<file path="src/rtl/pte_rc_pkg.sv">
package pte_rc_pkg;
    localparam int PTE_W      = 64;
    localparam int REF_BIT    = 8;
    localparam int CHG_BIT    = 7;
    localparam int FSTAT_W    = 32;
    localparam int FCAUSE_BIT = 2;
    localparam int PERM_W     = 3;
    localparam int PERM_WR    = 1;

    typedef enum logic [1:0] {
        ACC_LOAD  = 2'd0,
        ACC_STORE = 2'd1,
        ACC_FETCH = 2'd2
    } acc_e;

    typedef enum logic {
        OP_WRITE = 1'b0,
        OP_CAS   = 1'b1
    } mem_op_e;

    typedef enum logic [1:0] {
        RES_OK      = 2'd0,
        RES_RESTART = 2'd1,
        RES_FAULT   = 2'd2
    } res_e;

    typedef enum logic [1:0] {
        ST_IDLE,
        ST_ISSUE,
        ST_WAIT,
        ST_DONE
    } state_e;
endpackage

</file>
<file path="src/rtl/pte_byte_swap.sv">
module pte_byte_swap #(
    parameter int W = 64
) (
    input  logic [W-1:0] din,
    output logic [W-1:0] dout
);
    localparam int NB = W / 8;

    for (genvar b = 0; b < NB; b++) begin : g_byte
        assign dout[8*b +: 8] = din[8*(NB-1-b) +: 8];
    end
endmodule

</file>
<file path="src/rtl/pte_rc_next.sv">
module pte_rc_next
    import pte_rc_pkg::*;
(
    input  logic [PTE_W-1:0] pte,
    input  logic [1:0]       acc,
    output logic [PTE_W-1:0] next_pte,
    output logic             unchanged,
    output logic             flag_fault
);
    logic is_store;

    always_comb begin
        is_store = (acc == ACC_STORE);
        next_pte = pte;
        next_pte[REF_BIT] = 1'b1;
        if (is_store) begin
            next_pte[CHG_BIT] = 1'b1;
        end
        unchanged  = (next_pte == pte);
        flag_fault = !pte[REF_BIT] || (is_store && !pte[CHG_BIT]);
    end
endmodule

</file>
<file path="src/rtl/pte_perm_gate.sv">
module pte_perm_gate
    import pte_rc_pkg::*;
(
    input  logic [PTE_W-1:0]  final_pte,
    input  logic [PERM_W-1:0] perm_in,
    input  logic [1:0]        result,
    output logic [PERM_W-1:0] perm_out
);
    always_comb begin
        perm_out = '0;
        if (result == RES_OK) begin
            perm_out = perm_in;
            if (!final_pte[CHG_BIT]) begin
                perm_out[PERM_WR] = 1'b0;
            end
        end
    end
endmodule

</file>
<file path="src/rtl/pte_rc_updater.sv">
module pte_rc_updater
    import pte_rc_pkg::*;
#(
    parameter int ADDR_W = 56
) (
    input  logic                 clk,
    input  logic                 rst_n,
    input  logic                 in_valid,
    output logic                 in_ready,
    input  logic [63:0]          in_pte,
    input  logic [ADDR_W-1:0]    in_addr,
    input  logic [1:0]           in_acc,
    input  logic [2:0]           in_perm,
    input  logic                 hw_update_en,
    input  logic                 atomic_en,
    output logic                 mem_req_valid,
    input  logic                 mem_req_ready,
    output logic                 mem_req_op,
    output logic [ADDR_W-1:0]    mem_req_addr,
    output logic [63:0]          mem_req_cmp,
    output logic [63:0]          mem_req_wdata,
    input  logic                 mem_rsp_valid,
    input  logic [63:0]          mem_rsp_rdata,
    input  logic                 mem_rsp_err,
    output logic                 out_valid,
    input  logic                 out_ready,
    output logic [1:0]           out_result,
    output logic [63:0]          out_pte,
    output logic [2:0]           out_perm,
    output logic [31:0]          out_fault_status
);
    state_e              st_q, st_d;
    logic [PTE_W-1:0]    old_q, new_q, fin_q, fin_d;
    logic [ADDR_W-1:0]   addr_q;
    logic [PERM_W-1:0]   perm_q;
    mem_op_e             op_q, op_d;
    res_e                res_q, res_d;
    logic                take;

    logic [PTE_W-1:0]    nx_pte;
    logic                nx_same, nx_fault;
    logic [PTE_W-1:0]    old_be, new_be, rsp_host;
    logic [PERM_W-1:0]   gated_perm;

    pte_rc_next u_next (
        .pte        (in_pte),
        .acc        (in_acc),
        .next_pte   (nx_pte),
        .unchanged  (nx_same),
        .flag_fault (nx_fault)
    );

    pte_byte_swap #(.W(PTE_W)) u_swap_old (.din(old_q),         .dout(old_be));
    pte_byte_swap #(.W(PTE_W)) u_swap_new (.din(new_q),         .dout(new_be));
    pte_byte_swap #(.W(PTE_W)) u_swap_rsp (.din(mem_rsp_rdata), .dout(rsp_host));

    pte_perm_gate u_perm (
        .final_pte (fin_q),
        .perm_in   (perm_q),
        .result    (res_q),
        .perm_out  (gated_perm)
    );

    // state register and captured data
    always_ff @(posedge clk) begin
        if (!rst_n) begin
            st_q   <= ST_IDLE;
            old_q  <= '0;
            new_q  <= '0;
            fin_q  <= '0;
            addr_q <= '0;
            perm_q <= '0;
            op_q   <= OP_WRITE;
            res_q  <= RES_OK;
        end else begin
            st_q  <= st_d;
            op_q  <= op_d;
            res_q <= res_d;
            fin_q <= fin_d;
            if (take) begin
                old_q  <= in_pte;
                new_q  <= nx_pte;
                addr_q <= in_addr;
                perm_q <= in_perm;
            end
        end
    end

    // transitions
    always_comb begin
        st_d  = st_q;
        op_d  = op_q;
        res_d = res_q;
        fin_d = fin_q;
        take  = 1'b0;
        unique case (st_q)
            ST_IDLE: begin
                if (in_valid) begin
                    take = 1'b1;
                    if (!hw_update_en) begin
                        st_d  = ST_DONE;
                        res_d = nx_fault ? RES_FAULT : RES_OK;
                        fin_d = in_pte;
                    end else if (nx_same) begin
                        st_d  = ST_DONE;
                        res_d = RES_OK;
                        fin_d = in_pte;
                    end else begin
                        st_d  = ST_ISSUE;
                        op_d  = atomic_en ? OP_CAS : OP_WRITE;
                        res_d = RES_OK;
                        fin_d = nx_pte;
                    end
                end
            end
            ST_ISSUE: begin
                if (mem_req_ready) begin
                    st_d = ST_WAIT;
                end
            end
            ST_WAIT: begin
                if (mem_rsp_valid) begin
                    if (op_q == OP_CAS && mem_rsp_err) begin
                        st_d = ST_ISSUE;
                        op_d = OP_WRITE;
                    end else if (op_q == OP_CAS && rsp_host != old_q
                                 && rsp_host != new_q) begin
                        st_d  = ST_DONE;
                        res_d = RES_RESTART;
                        fin_d = old_q;
                    end else begin
                        st_d  = ST_DONE;
                        res_d = RES_OK;
                        fin_d = new_q;
                    end
                end
            end
            ST_DONE: begin
                if (out_ready) begin
                    st_d = ST_IDLE;
                end
            end
            default: st_d = ST_IDLE;
        endcase
    end

    // outputs
    always_comb begin
        in_ready         = (st_q == ST_IDLE);
        mem_req_valid    = (st_q == ST_ISSUE);
        mem_req_op       = op_q;
        mem_req_addr     = addr_q;
        mem_req_cmp      = old_be;
        mem_req_wdata    = new_be;
        out_valid        = (st_q == ST_DONE);
        out_result       = res_q;
        out_pte          = fin_q;
        out_perm         = gated_perm;
        out_fault_status = '0;
        if (res_q == RES_FAULT) begin
            out_fault_status[FCAUSE_BIT] = 1'b1;
        end
    end
endmodule

</file>
<file path="config.mk">
export PLATFORM = sky130hd
export DESIGN_NAME = pte_rc_updater
export DESIGN_NICKNAME = d
export VERILOG_FILES = /design/src/rtl/pte_rc_pkg.sv /design/src/rtl/pte_byte_swap.sv /design/src/rtl/pte_rc_next.sv /design/src/rtl/pte_perm_gate.sv /design/src/rtl/pte_rc_updater.sv
export SDC_FILE = /design/constraint.sdc
export NUM_CORES = 1
export LEC_CHECK = 0
export BUFFER_PORTS_ARGS = -buffer_cell sky130_fd_sc_hd__buf_2
export CORE_AREA = 3 3 186 188
export DETAILED_ROUTE_END_ITERATION = 8
export DIE_AREA = 0 0 189 191
export GPL_ROUTABILITY_DRIVEN = 0
export PLACE_DENSITY = 0.56
export SLEW_MARGIN = 15
export SYNTH_ARGS = -nofsm -noshare
export SYNTH_HDL_FRONTEND = slang
export SYNTH_SLANG_ARGS = --single-unit
</file>
<file path="constraint.sdc">
create_clock -name clk -period 5.1 [get_ports clk]
set_input_delay 0 -clock clk [delete_from_list [all_inputs] [get_ports clk]]
set_output_delay 0 -clock clk [all_outputs]
set_load 0.05 [all_outputs]
</file>
* After elaboration in Yosys (flattened, before gate mapping)
Index checks and enable logic that the tools add are counted.
Word-level totals: bits in registers 256, bits of input ports 198, output and inout bits 289, word-level logic and storage cells 72
Operators by class: eq/ne operators 16, multiplexer cells 35, reduce and logical (&&, ||, !) cells 13
Operators by type and width (number):
- $mux W64 | 4
- $ne A64 B64 Y1 | 2
- $pmux W64 S2 | 1
- $mux W2 | 12
- $mux W9 | 2
- $mux W1 | 12
- $ne A2 B2 Y1 const B | 5
- $pmux W2 S4 | 1
- $reduce_and A4 Y1 | 2
- $eq A2 B2 Y1 const B | 3
- $ne A2 B1 Y1 const B | 3
- $reduce_and A6 Y1 | 1
- $eq A2 B1 Y1 const B | 2
- $logic_and A1 B1 Y1 | 4
- $logic_not A2 Y1 | 2
- $pmux W2 S2 | 1
- $mux W3 | 1
- $eq A2 B2 Y1 | 1
- $logic_not A1 Y1 | 2
- $pmux W1 S2 | 1
- $reduce_bool A2 Y1 | 1
- $logic_or A1 B1 Y1 | 1

* Depth between registers and ports, before layout
depth after elaboration 7, depth in mapped cells 8, depth with buffers taken out 6

* Cells and area by module
From an unflattened synthesis, not the netlist that was laid out.
Second synthesis, totals: cell total of the unflattened synthesis 2040, area total of the unflattened synthesis 15828.9 sq um
By module, submodules not included:
- pte_rc_updater | times used 1, cells an instance 1777, area an instance 13850.8 sq um, seq. area each 5124.9 sq um
- pte_byte_swap | times used 3, cells an instance 64, area an instance 480.5 sq um, seq. area each 0.0 sq um
- pte_rc_next | times used 1, cells an instance 68, area an instance 509.2 sq um, seq. area each 0.0 sq um
- pte_perm_gate | times used 1, cells an instance 3, area an instance 27.5 sq um, seq. area each 0.0 sq um

* Worst setup path after synthesis
Ideal clock, no wire load.
path kind register to register, start point register st_q[1], end point register old_q[60], library setup time 0.132 ns, arrival 1.994 ns, required time 4.968 ns, path slack 2.974 ns, stages on the path, launching flop included 8, path buffers 3, period minus slack after synthesis 2.126 ns, path through dfxtp_1 > buf_2 > nor2_1 > nand2_1 > buf_2 > buf_1 > nand2_1 > a21oi_1
On the way: longest elaborated chain between the ends 2
Ends and longest elaborated chain:
- start: declaration | line pte_rc_updater.sv:32 | state_e st_q, st_d;
- start signal: assignment | line pte_rc_updater.sv:76 | st_q <= st_d;
- $logic_not A2 Y1
- named net in_ready | line pte_rc_updater.sv:9 | output logic in_ready,
- $mux W1 | line pte_rc_updater.sv:96 | unique case (st_q)
- end signal: assignment | line pte_rc_updater.sv:81 | old_q <= in_pte;
- end: declaration | line pte_rc_updater.sv:33 | logic [PTE_W-1:0] old_q, new_q, fin_q, fin_d;
The timed path passes the listed nets, and every way through them passes these cells. A chain may end at the register's enable or synchronous reset.

* Worst setup path in the final report
start point register old_q[58], end point register res_q[0], in the netlist out_result[0]
On the way: longest elaborated chain between the ends 7
Ends and longest elaborated chain:
- $ne A64 B64 Y1 | line pte_rc_updater.sv:126 | end else if (op_q == OP_CAS && rsp_host != old_q
- $logic_and A1 B1 Y1 | line pte_rc_updater.sv:126
- $logic_and A1 B1 Y1 | line pte_rc_updater.sv:127 | && rsp_host != new_q) begin
- $mux W1 | line pte_rc_updater.sv:126
- $mux W2 | line pte_rc_updater.sv:123 | if (op_q == OP_CAS && mem_rsp_err) begin
- $mux W2 | line pte_rc_updater.sv:122 | if (mem_rsp_valid) begin
- $pmux W2 S2 | line pte_rc_updater.sv:96
- end signal: assignment | line pte_rc_updater.sv:78 | res_q <= res_d;
- end: declaration | line pte_rc_updater.sv:37 | res_e res_q, res_d;
No other way between the ends. The select of a mux whose other input is x is not followed.

==> summary.txt <==
STA
  – Final Max Tran Viols: 0
  – Fin. Hold Viols: 0
  – Setup TNS: 0 ns
  – FMAX: approximately 320 MHz
  – RSZ-0062 raised after global routing: false
  – Worst hold slack: 0.0705 ns
  – Tightest Pin Transition: 1.13 ns
  – Final setup viols: 0
  – Min Clock Period, post-route: 3.11 ns
  – Fin Clk Skew: 0.00760 ns
  – Post-route clock period utilization: around 61%
  – Slew HR: 24.6%

Power
  – Maximum ir drop on the vdd rail: 213 uV
  – Lkg Pwr: 5.90 nW
  – Tot Pwr: 0.00505 W
  – Pwr Density: approximately 400 nW/um^2

GRT
  – GR Layer Usage met1: 23.7%
  – Largest net degree at the start of global routing: around 140
  – Gr ovfl total: 0
  – Tot GR Track Use: 19.9%
  – First-pass GRT wire length: between 50,000 and 60,000 um
  – Met2 usage: 34.8%
  – Met3 Usage GRT: roughly 5.5%
  – Initial antenna violation count: 3
  – Gr busiest metal: met2
  – Vias in the first global route: 8,943

Synth
  – Most used DFF post-synth: dfxtp_1
  – Synthesized instance count: ~1,100
  – Synth area leaders: dfxtp_1 (44%), nand2_1 (16%), buf_4 (7.9%)
  – Mean Syn Cell Area: 7.71 sq um
  – Yosys warnings: 0
  – Synth Register Bits: ~190
  – Unique masters post-synth: 39
  – Compound-Gate Fraction of Synth Area: 14.7%
  – Mux share of post-synthesis cell area: less than 1%
  – Cell taking the most area after synthesis: dfxtp_1
  – Post-Synth XOR/XNOR Area: approximately 6.6%
  – Synth top area share: between 40 and 50%
  – Ys async rst share: 0%
  – Largest family of logic cells by synthesized area: simple AND/OR/NAND/NOR gates
  – Seq/Total Area, Yosys: 44.2%
  – Post-synth EDFFs: 0
  – Synth Area in Adders: 0%
  – Synth Area in Simple Gates: a little under a quarter
  – Synth Cell Area: a little under 9000 sq um

Clocking
  – Total CTS buffers: 17
  – Clock-pin slew on the worst setup and hold paths: about 0.070 ns
  – Root Buffer: clkbuf_16
  – H-tree lvl count: 4
  – CTS tree: built
  – CTS resizes: 0
  – CTS Buffer Depth: 2
  – Clock sink count: ~190
  – Latest clock arrival within the worst-skew pair: 0.44 ns

Route
  – DR vias/cell: 4.60
  – Post-route antenna net violation count: 0
  – DRT iter0 DRCs: ~390
  – Final wirelength: 38,000 um
  – Wire per inst: 18.3 um
  – Routed via count: about 9,500
  – Drt pass-1 iters: 6
  – DRC viols: 0

Floorplan
  – Core area: 33,300 sq um
  – Die width: 189 um
  – Initial Utilization: a little over a quarter
  – # IOs: 487
  – Chip height: roughly 190 um
  – Rows: between 60 and 70
  – Die area: roughly 36,000 sq um

Worst hold path
  – Class of the worst hold path: in2reg

Cells and area
  – Nets: 1,811
  – Final Cell Area: roughly 13,000 sq um
  – Synthesis-to-layout area growth: 44.7%
  – Layout cells sized above 1: 30.7%

Worst setup path
  – Slowest stage cell, crit path: nor4_1
  – Critical Path, Cell by Cell: xnor2_1 -> nand4_1 -> nor4_1 -> nand4_1 -> nor2_1 -> o41ai_1 -> dlygate4sd3_1
  – Crit end category: register
  – Crit path kind: reg2reg
  – CP most frequent cell: nand4_1
  – Crit path DAT: 3.44 ns
  – CP peak stage delay: 0.88 ns
  – Type of origin of the critical path: register
  – Worst EP required: ~5.4 ns
  – CP max FO: 5

Outcome
  – Outcome: completed

Place
  – Post-DP HPWL: between 20,000 and 30,000 um
  – Buffers on Ports: about 460
  – Cell area after placement: between 10,000 and 15,000 sq um

Run
  – Maxcap violations: 0
-- cells in the mapped netlist (2+ instances only) --
library cell,count
a21oi_1,128
nor3_1,5
buf_1,5
nand2_1,377
buf_4,93
a311oi_1,63
nand4_1,12
xnor2_1,40
nor4_1,8
o21ai_0,4
nor2b_1,5
nor2_1,78
nand3_1,4
and2_1,4
dfxtp_1,194
xor2_1,26
clkbuf_1,44
buf_2,29
nand2b_1,2
-- cell type report --
| type | instances | area (sq um) |
|---|---|---|
| fill | 3408 | 20600 |
| multi-input combinational | 805 | 4020 |
| sequential | 194 | 3880 |
| timing repair buffer | 594 | 3660 |
| tap | 448 | 561 |
| clock buffer | 19 | 453 |
| clock inverter | 11 | 129 |
| inverter | 1 | 8.76 |
| antenna | 1 | 2.50 |
-- worst max-delay path: cells and delay by family, from the launching register on --
kind            cells  cell delay [ns]
buf+inv             1             0.59
xor+xnor            1             0.19
simple gates        4             1.49
compound gates      1             0.09
flops               1             0.63
-- layer usage --
metal / part of all wire (%) / vias to the layer above
met4: 2.7 / 2
met1: 40 / 4432
li1: - / 4600
met5: 0.034 / -
met3: 7.8 / 43
met2: 49 / 455
-- worst paths after layout --
kind	startpoint	end	cells past startpoint	slack, ns
max	old_q[58]	out_result[0]	7	1.99
min	mem_rsp_valid	st_q[1]	4	0.07
max reg2reg	old_q[58]	out_result[0]	7	1.99
min reg2reg	mem_req_addr[22]	mem_req_addr[22]	2	0.45
-- per-stage QoR --
stage	setup WS, ns	util [%]	instances
finish	1.99	38.2	2073
global placement	2.23	32.5	1910
floorplan	2.97	-	1171
detailed placement	2.26	32.5	1910
CTS	1.91	38.2	2072
global route	1.83	38.2	2073
-- repair_timing --
action                                 CTS  global route
setup buffers                            0             0
setup endpoints to repair                0             0
hold buffers                           132             0
endpoints found under the hold margin  191             0
-- report_power, final --
part / internal, W / leakage, nW / switching, W
clock: 0.000748 / 0.282 / 0.000632
sequential: 0.00168 / 1.59 / 0.000162
combinational: 0.000463 / 4.02 / 0.00136
total: 0.00289 / 5.90 / 0.00215
-- cells in the final DEF, fill, tap and decap left out, types with 2 or more instances in the layout --
cell type | Yosys | final
a21oi_1 | 128 | 128
a311oi_1 | 63 | 63
and2_1 | 4 | 3
buf_2 | 29 | 455
buf_4 | 93 | 6
bufinv_16 | 0 | 2
clkbuf_16 | 0 | 17
clkbuf_8 | 0 | 2
clkinv_2 | 0 | 2
clkinv_4 | 0 | 3
clkinvlp_4 | 0 | 2
conb_1 | 1 | 31
dfxtp_1 | 194 | 194
dlygate4sd3_1 | 0 | 132
inv_6 | 0 | 3
nand2_1 | 377 | 376
nand3_1 | 4 | 4
nand4_1 | 12 | 12
nor2_1 | 78 | 78
nor2b_1 | 5 | 4
nor3_1 | 5 | 5
nor4_1 | 8 | 8
o21ai_0 | 4 | 4
xnor2_1 | 40 | 40
xor2_1 | 26 | 26
-- cell families (layout without fill, tap and decap cells) --
family / count (synthesis) / count (layout)
XOR/XNOR: 66 / 66
flip-flops: 194 / 194
multiplexers: 1 / 1
other: 1 / 32
AO/OA/AOI/OAI: 205 / 205
buffers and inverters: 172 / 625
AND/OR/NAND/NOR: 502 / 502
-- state kept, by name, indices dropped and copies added, names as in the netlist --
| name | count |
|---|---|
| out_result | 2 |
| new_q | 2 |
| st_q | 2 |
| out_pte | 64 |
| old_q | 64 |
| mem_req_addr | 56 |
| perm_q | 3 |
| mem_req_op | 1 |
(Power assumes the default switching activity.)
